`config.mk`:
```
export PLATFORM = sky130hd
export DESIGN_NAME = key_combo_det
export DESIGN_NICKNAME = d
export VERILOG_FILES = /design/src/rtl/kcd_pkg.sv /design/src/rtl/kcd_combo_timer.sv /design/src/rtl/kcd_pulse_stretch.sv /design/src/rtl/kcd_status.sv /design/src/rtl/key_combo_det.sv
export SDC_FILE = /design/constraint.sdc
export NUM_CORES = 1
export LEC_CHECK = 0
export ABC_AREA = 1
export BUFFER_PORTS_ARGS = -buffer_cell sky130_fd_sc_hd__buf_2
export CAP_MARGIN = 20
export CORE_MARGIN = 2
export CORE_UTILIZATION = 50
export CTS_CLUSTER_SIZE = 16
export DETAILED_ROUTE_END_ITERATION = 6
export PLACE_DENSITY = 0.79
export SLEW_MARGIN = 20
export SYNTH_ARGS = -nofsm -noshare
export SYNTH_HDL_FRONTEND = slang
export SYNTH_SLANG_ARGS = --single-unit
```
`constraint.sdc`:
```
create_clock -name clk -period 3 [get_ports clk]
set_clock_uncertainty 0.05 [all_clocks]
set_input_delay 0.3 -clock clk [delete_from_list [all_inputs] [get_ports clk]]
set_output_delay 0.3 -clock clk [all_outputs]
set_load 0.05 [all_outputs]
```
`src/rtl/kcd_pkg.sv`:
```
package kcd_pkg;

    localparam int ACT_IRQ    = 0;
    localparam int ACT_RST    = 1;
    localparam int ACT_AUX_LO = 2;

    typedef enum logic [1:0] {
        ST_IDLE    = 2'd0,
        ST_COUNT   = 2'd1,
        ST_LATCHED = 2'd2
    } kcd_state_e;

    // True when the mask is non-empty and every masked key is pressed.
    function automatic logic keys_all_held(input logic [31:0] pressed,
                                           input logic [31:0] mask);
        return (mask != 32'd0) && ((pressed & mask) == mask);
    endfunction

endpackage

```
`src/rtl/kcd_combo_timer.sv`:
```
module kcd_combo_timer
    import kcd_pkg::*;
#(
    parameter int NUM_KEYS = 4,
    parameter int DUR_W    = 8
) (
    input  logic                clk,
    input  logic                rst,
    input  logic                tick,
    input  logic [NUM_KEYS-1:0] keys_n,
    input  logic [NUM_KEYS-1:0] mask,
    input  logic [DUR_W-1:0]    dur,
    output logic                hit
);
    localparam int CW = DUR_W + 1;

    kcd_state_e       state;
    logic [DUR_W-1:0] cnt;
    logic             active;
    logic             reached;

    always_comb begin
        active  = keys_all_held(32'(~keys_n), 32'(mask));
        reached = (CW'(cnt) + CW'(1)) >= CW'(dur);
        hit     = (state == ST_COUNT) && active && tick && reached;
    end

    always_ff @(posedge clk) begin
        if (rst) begin
            state <= ST_IDLE;
            cnt   <= '0;
        end else begin
            unique case (state)
                ST_IDLE: begin
                    cnt <= '0;
                    if (active) state <= ST_COUNT;
                end
                ST_COUNT: begin
                    if (!active) begin
                        state <= ST_IDLE;
                        cnt   <= '0;
                    end else if (hit) begin
                        state <= ST_LATCHED;
                    end else if (tick) begin
                        cnt <= cnt + DUR_W'(1);
                    end
                end
                ST_LATCHED: begin
                    if (!active) state <= ST_IDLE;
                end
                default: state <= ST_IDLE;
            endcase
        end
    end

    p_release_idle_r3: assert property (@(posedge clk) disable iff (rst)
        !active |=> state == ST_IDLE);

    p_latched_holds_r4: assert property (@(posedge clk) disable iff (rst)
        (state == ST_LATCHED && active) |=> state == ST_LATCHED);

    p_fire_after_hold_r2: assert property (@(posedge clk) disable iff (rst)
        hit |-> $past(active));

endmodule

```
`src/rtl/kcd_pulse_stretch.sv`:
```
module kcd_pulse_stretch #(
    parameter int PW_W = 8
) (
    input  logic            clk,
    input  logic            rst,
    input  logic            tick,
    input  logic            load,
    input  logic [PW_W-1:0] width,
    output logic            rst_out_n
);
    logic [PW_W-1:0] pcnt;
    logic [PW_W-1:0] pcnt_nx;

    always_comb begin
        pcnt_nx = pcnt;
        if (load)
            pcnt_nx = (width == '0) ? PW_W'(1) : width;
        else if (tick && pcnt != '0)
            pcnt_nx = pcnt - PW_W'(1);
    end

    always_ff @(posedge clk) begin
        if (rst) begin
            pcnt      <= '0;
            rst_out_n <= 1'b1;
        end else begin
            pcnt      <= pcnt_nx;
            rst_out_n <= (pcnt_nx == '0);
        end
    end

    p_load_low_r9: assert property (@(posedge clk) disable iff (rst)
        load |=> !rst_out_n);

    p_frozen_between_ticks_r9: assert property (@(posedge clk) disable iff (rst)
        (!load && !tick) |=> $stable(pcnt));

    p_stays_released_r9: assert property (@(posedge clk) disable iff (rst)
        (rst_out_n && !load) |=> rst_out_n);

endmodule

```
`src/rtl/kcd_status.sv`:
```
module kcd_status #(
    parameter int NUM_COMBOS = 2
) (
    input  logic                  clk,
    input  logic                  rst,
    input  logic [NUM_COMBOS-1:0] set,
    input  logic [NUM_COMBOS-1:0] clr,
    output logic [NUM_COMBOS-1:0] status
);
    always_ff @(posedge clk) begin
        if (rst) status <= '0;
        else     status <= (status & ~clr) | set;
    end

    p_set_wins_r7: assert property (@(posedge clk) disable iff (rst)
        1'b1 |=> ((status & $past(set)) == $past(set)));

    p_sticky_r7: assert property (@(posedge clk) disable iff (rst)
        1'b1 |=> ((status & $past(status & ~clr)) == $past(status & ~clr)));

    p_no_spurious_r7: assert property (@(posedge clk) disable iff (rst)
        1'b1 |=> ((status & ~$past(status) & ~$past(set)) == '0));

endmodule

```
`src/rtl/key_combo_det.sv`:
```
module key_combo_det
    import kcd_pkg::*;
#(
    parameter int NUM_KEYS   = 4,
    parameter int NUM_COMBOS = 2,
    parameter int DUR_W      = 8,
    parameter int PW_W       = 8,
    parameter int ACT_W      = 4
) (
    input  logic                                 clk,
    input  logic                                 rst,
    input  logic                                 tick,
    input  logic [NUM_KEYS-1:0]                  keys_n,
    input  logic [NUM_COMBOS-1:0][NUM_KEYS-1:0]  combo_mask,
    input  logic [NUM_COMBOS-1:0][DUR_W-1:0]     combo_dur,
    input  logic [NUM_COMBOS-1:0][ACT_W-1:0]     combo_act,
    input  logic [PW_W-1:0]                      pulse_width,
    input  logic [NUM_COMBOS-1:0]                status_clr,
    output logic [NUM_COMBOS-1:0]                status,
    output logic                                 irq_o,
    output logic                                 rst_out_n,
    output logic [ACT_W-3:0]                     aux_o
);
    localparam int AUX_W = ACT_W - ACT_AUX_LO;

    logic [NUM_COMBOS-1:0] hit;
    logic                  rst_load;
    logic [AUX_W-1:0]      aux_nx;

    for (genvar g = 0; g < NUM_COMBOS; g++) begin : g_slot
        kcd_combo_timer #(
            .NUM_KEYS (NUM_KEYS),
            .DUR_W    (DUR_W)
        ) timer_i (
            .clk    (clk),
            .rst    (rst),
            .tick   (tick),
            .keys_n (keys_n),
            .mask   (combo_mask[g]),
            .dur    (combo_dur[g]),
            .hit    (hit[g])
        );
    end

    always_comb begin
        rst_load = 1'b0;
        aux_nx   = '0;
        irq_o    = 1'b0;
        for (int i = 0; i < NUM_COMBOS; i++) begin
            rst_load = rst_load | (hit[i] & combo_act[i][ACT_RST]);
            irq_o    = irq_o | (status[i] & combo_act[i][ACT_IRQ]);
            if (hit[i]) aux_nx = aux_nx | combo_act[i][ACT_W-1:ACT_AUX_LO];
        end
    end

    always_ff @(posedge clk) begin
        if (rst) aux_o <= '0;
        else     aux_o <= aux_nx;
    end

    kcd_status #(
        .NUM_COMBOS (NUM_COMBOS)
    ) status_i (
        .clk    (clk),
        .rst    (rst),
        .set    (hit),
        .clr    (status_clr),
        .status (status)
    );

    kcd_pulse_stretch #(
        .PW_W (PW_W)
    ) pulse_i (
        .clk       (clk),
        .rst       (rst),
        .tick      (tick),
        .load      (rst_load),
        .width     (pulse_width),
        .rst_out_n (rst_out_n)
    );

    p_aux_one_cycle_r10: assert property (@(posedge clk) disable iff (rst)
        (aux_o != '0 && hit == '0) |=> aux_o == '0);

    p_masked_zero_quiet_r5: assert property (@(posedge clk) disable iff (rst)
        (combo_mask == '0) |=> $stable(status) || ((status & ~$past(status)) == '0));

endmodule

```
Yosys cells after proc, flatten, opt, wreduce, memory -nomap -nowiden --
Cells that the tools add are included.
Operators by class: add/sub/neg operators 5, magnitude comparators 2, equality and inequality tests 16, mux-type cells 23, bitwise logic cells 13, reduce and logical (&&, ||, !) cells 22
Operators by type and width (count):
- 8-bit 2-to-1 mux | 9
- 32-bit by 4-bit AND with 32-bit output | 2
- 32-bit by 4-bit == test with 1-bit output | 2
- 4-bit inverter with 32-bit output | 1
- 8-bit one-hot mux with 2 select lines | 2
- 2-bit 2-to-1 mux | 10
- 8-bit by 1-bit adder with 9-bit output, second input constant | 2
- 9-bit by 8-bit greater-or-equal comparator with 1-bit output | 2
- 8-bit by 1-bit adder with 8-bit output, second input constant | 2
- 8-bit zero test | 2
- 3-bit != test, second input constant | 4
- 2-bit one-hot mux with 3 select lines | 2
- 3-bit AND reduction | 4
- 1-bit logical AND | 9
- 4-bit nonzero test | 2
- 8-bit nonzero test | 1
- 8-bit by 1-bit subtractor with 8-bit output, second input constant | 1
- 3-bit by 2-bit != test with 1-bit output, second input constant | 2
- 1-bit AND | 4
- 2-bit by 1-bit == test with 1-bit output, second input constant | 2
- 2-bit == test, second input constant | 2
- 2-bit zero test | 2
- 2-bit by 1-bit != test with 1-bit output, second input constant | 2
- 2-bit != test, second input constant | 2
- 5 further kinds | 8
Word-level totals: register bits after elaboration 33, input bits 49, output and inout bits 6

Logic depth before layout (Yosys ltp) --
depth in word-level cells 11, mapped depth 24, depth with buffers taken out 24

By module --
Synthesis repeated with hierarchy kept, for this count alone.
Unflattened totals: cell total of the unflattened synthesis 433, area, all modules 2681.3 um2
Modules (own cells, without submodules):
- kcd_combo_timer | times used 2, cells an instance 144, area each 897.1 um2, sequential area each 200.2 um2
- kcd_pulse_stretch | times used 1, cells an instance 121, area each 726.9 um2, sequential area each 180.2 um2
- key_combo_det | times used 1, cells an instance 14, area each 87.6 um2, sequential area each 40.0 um2
- kcd_status | times used 1, cells an instance 10, area each 72.6 um2, sequential area each 40.0 um2

Worst setup path before layout --
OpenSTA, ideal clock, no wires.
path type reg2reg, start register g_slot[0].timer_i.cnt[0], end register g_slot[0].timer_i.cnt[3], arrival time 2231 ps, data required time 2813 ps, setup slack 583 ps, cell stages (with the launch flop) 18, path buffers 0, clock period less this slack 2417 ps, cells stage by stage dfxtp_1 > ha_1 > nand3_2 > nor3_2 > xor2_1 > ha_1 > nand2_1 > inv_2 > nand2_1 > nand2_1 > nand2_1 > nand2_2 > nand2_1 > inv_2 > nor3_4 > inv_2 > nand2_1 > a21oi_1
On the way: word-level cells in the longest chain between the ends 5, elaborated cells between the ends (all ways) 10, those cells by class add/sub (2); order compare (1); eq/ne (1); mux (4); reduce/logical (2)
Ends and longest elaborated chain:
- from (decl) | line kcd_combo_timer.sv:18 | logic [DUR_W-1:0] cnt;
- from (signal assigned) | line kcd_combo_timer.sv:45 | cnt <= cnt + DUR_W'(1);
- 8-bit by 1-bit adder with 9-bit output / 8-bit by 1-bit adder with 8-bit output (equally long branches) | line kcd_combo_timer.sv:24, kcd_combo_timer.sv:45
- 9-bit by 8-bit greater-or-equal comparator with 1-bit output / 8-bit 2-to-1 mux (equally long branches) | line kcd_combo_timer.sv:24, kcd_combo_timer.sv:44
- 1-bit logical AND / 8-bit 2-to-1 mux (equally long branches) | line kcd_combo_timer.sv:25, kcd_combo_timer.sv:42
- 3-bit != test (no source line) / 8-bit 2-to-1 mux (equally long branches)
- 3-bit AND reduction (no source line) / 8-bit one-hot mux with 2 select lines (equally long branches)
Several ways; a longest one is shown, not always the timed one. The select of a mux whose other input is x is not followed. A chain may end at the register's enable or synchronous reset.

Worst setup path in the final report --
start register g_slot[0].timer_i.cnt[0], end register g_slot[0].timer_i.cnt[6]
Same word-level chain as after synthesis.

==> results.cfg <==
[outcome]
outcome = complete, no violations

[worst_setup_path]
slowest_delay_ps = 370
cp_num_cells = 18
startpoint_type = flip-flop
slowest_stage = dfxtp_2
arrival_ps = 2950
cp.buffers_inverters = 3
reg2reg_depth = 18
path_cells = ha_1 > nand3_2 > xor2_2 > ha_1 > nand2_1 > inv_1 > nand2_1 > nand3_1 > nand2_1 > nand2_1 > nand2_1 > nand2_2 > nand2_1 > inv_2 > nor3_4 > buf_6 > nand3_1 > a21oi_1
critPathTopFamily = simple AND/OR/NAND/NOR gates
critPathMaxFanout = 6
critPathKind = reg -> reg
endpoint_kind = flip-flop
critPathRequiredTime_ps = 3160
crit_top_cell = nand2_1

[finish]
insertedDiodeCount = 0
drive_above_1_share = 0.224
final_core_util = 0.609
area_growth_pct = 18.9
nNetsFinal = 493

[place]
dp_hpwl_um = 4170
dp_slack_ps = 144
port_buffers = 54
gp_congestion = 0.910

[power_and_ir_drop]
cellInternalPower_uw = 1000
ir_worst_vdd_uv = 315
seqPwrFrac = 0.331
powerDensity_nw_per_um2 = 575
clkPwrFrac = 0.222
leakagePower_uw = 0.00157
swShare = 0.390
p_switching_uw = 642
combinationalPowerShare = 0.447

[route]
vias_per_cell = 4.89
dr.pass1.iters = 4
drc = 0
route.vias.total = 2340
wl_per_cell_um = 10.9
ant_nets = 0
wl_um = 5240
drt-initial-drc-count = 95

[clocking]
clk_path_buf_depth = 2
htree_levels = 2
cts_buffers = 5
clk_pin_slew_ps = 70
clkSinkCount = 33
clk_latency_ps = 280
cts_tree = yes
cts_hold_buf = 0
clockRootBuffer = clkbuf_8

[yosys]
async_reset_ff_frac = 0
yosysWarnings = 0
synthAdderAreaFrac = 0.104
yosys.area_share.xor_xnor = 0.0510
synth-simple-area-share = 0.355
synth-edff-count = 0
synth_compound_area_frac = 0.0942
synth_top_family_by_area = simple AND/OR/NAND/NOR gates
synth_area_um2 = 2400
synth.distinct_cells = 32
synth-seq-cells = 33
synth_top_flop_cell = dfxtp_1
syn_inst = 366
synthMuxAreaShare = 0
syn_nets = 435
syn_area_per_cell_um2 = 6.57
synth.yosys.seq_area_share = 0.275

[timing]
period_needed_ps = 2780
hold_viol = 0
slew_violations = 0
holdWs_ps = 214
fin_tns_setup_ps = 0
finalSetupViolCount = 0
tightest_slew_ps = 623
finalCritPeriodShare = 0.927
clock.fmax_mhz = 359
worst_slack_ps = 218
rsz0062_at_grt = no
slew_headroom = 0.584

[flow_run]
maxCapViolations = 0

[floorplanning]
start_util = 0.512
coreArea_um2 = 4690
top_level_ports = 55
fp.dieW_um = 73.3
die_h_um = 73.3
dieArea_um2 = 5380
row_count = 25

[global_routing]
grt_pass1_vias = 2128
grt_pass1_wl_um = 8810
gr-total-overflow = 0
antenna_found_initial = 0
grt_max_degree = 32
grt_usage = 0.205

[worst_hold_path]
hold_depth = 3
hp-class = in -> reg
## power by group through the flow
stage | Sequential (uW) | Combinational, uW | Clock [uW]
after detailed placement | 557 | 725 | 0
after CTS | 547 | 733 | 373
after global routing | 552 | 851 | 391
after floorplan | 563 | 565 | 0
final | 545 | 735 | 365
after global placement | 552 | 716 | 0
## final cells by class
cell class                      instances  area, um2
Fill cell                             453       1830
Multi-Input combinational cell        259       1480
Sequential cell                        33        662
Timing Repair Buffer                   55        282
Inverter                               70        268
Clock buffer                            7       96.3
Tap cell                               54       67.6
Clock inverter                          1       5.00
## cell usage after synthesis, types with 2 or more instances
| library cell | count | area share |
|---|---|---|
| nand3_4 | 2 | 0.015 |
| nand2_2 | 3 | 0.0078 |
| inv_1 | 61 | 0.095 |
| nor3_2 | 2 | 0.0083 |
| clkbuf_1 | 3 | 0.0047 |
| inv_2 | 8 | 0.012 |
| nor4_1 | 3 | 0.0078 |
| nor3_1 | 2 | 0.0042 |
| a31oi_1 | 2 | 0.0052 |
| o21ai_1 | 2 | 0.0042 |
| dfxtp_1 | 33 | 0.27 |
| nand2_1 | 101 | 0.16 |
| nand4_1 | 4 | 0.010 |
| xor2_1 | 12 | 0.044 |
| o21ai_0 | 3 | 0.0062 |
| nor2_1 | 30 | 0.047 |
| a21oi_2 | 7 | 0.026 |
| nand3_1 | 34 | 0.071 |
| a21oi_1 | 20 | 0.042 |
| ha_1 | 20 | 0.10 |
| nor2_2 | 2 | 0.0052 |
| xnor2_1 | 2 | 0.0073 |
## metrics by stage
stage	instances	total power, uW	area [um2]
after detailed placement	470	1280	2720
after global routing	479	1790	2860
final	479	1650	2860
after floorplan	366	1130	2400
after global placement	470	1270	2720
after CTS	478	1650	2820
## metal layers
metal  global-route usage  routed length, um  vias up
li1                     -                  -     1270
met1                0.248               2390     1020
met2                0.367               2580       42
met3               0.0425                188        8
met4               0.0545                 76        0
met5                    0                  0        -
## cells by family after synthesis
family          Yosys count
compound gates           37
xor+xnor                 14
fa+ha+maj                20
buf+inv                  74
flops                    33
simple gates            188
## repair_timing
| item | 4_1_cts | 5_1_grt |
|---|---|---|
| setup endpoints to repair | 0 | 16 |
| gates resized for setup | 0 | 7 |
| buffers inserted | 0 | 1 |
## tightest hold or removal path, delay by kind of cell
kind	cells	cell delay, ps
AOI/OAI and AO/OA	1	50
buffers and inverters	1	100
and+or+nand+nor	1	50
## sequential cells by signal (all words and copies together) (netlist names)
name	flops
pulse_i.pcnt	8
g_slot.timer_i.state	4
pulse_i.rst_out_n	1
status_i.status	2
aux_o	2
g_slot.timer_i.cnt	16
## final timing paths
path         slack, ps                        from                         end
max reg2reg        220    g_slot[0].timer_i.cnt[0]    g_slot[0].timer_i.cnt[6]
max                220    g_slot[0].timer_i.cnt[0]    g_slot[0].timer_i.cnt[6]
min reg2reg        430  g_slot[1].timer_i.state[1]  g_slot[1].timer_i.state[0]
min                210                combo_act[6]                    aux_o[0]
## cell usage in the layout, fill, tap and decap left out, types with 2 or more instances in the layout
cell type    n
a21oi_1     20
a21oi_2      7
a31oi_1      2
buf_2       54
clkbuf_8     7
dfxtp_1     32
ha_1        20
inv_1       61
inv_2        8
nand2_1    101
nand2_2      3
nand3_1     34
nand3_4      2
nand4_1      4
nor2_1      30
nor2_2       2
nor3_1       2
nor3_4       2
nor4_1       3
o21ai_0      3
o21ai_1      2
xnor2_1      2
xor2_1      10
xor2_2       2
No activity file was read; power rests on OpenSTA's default activity.
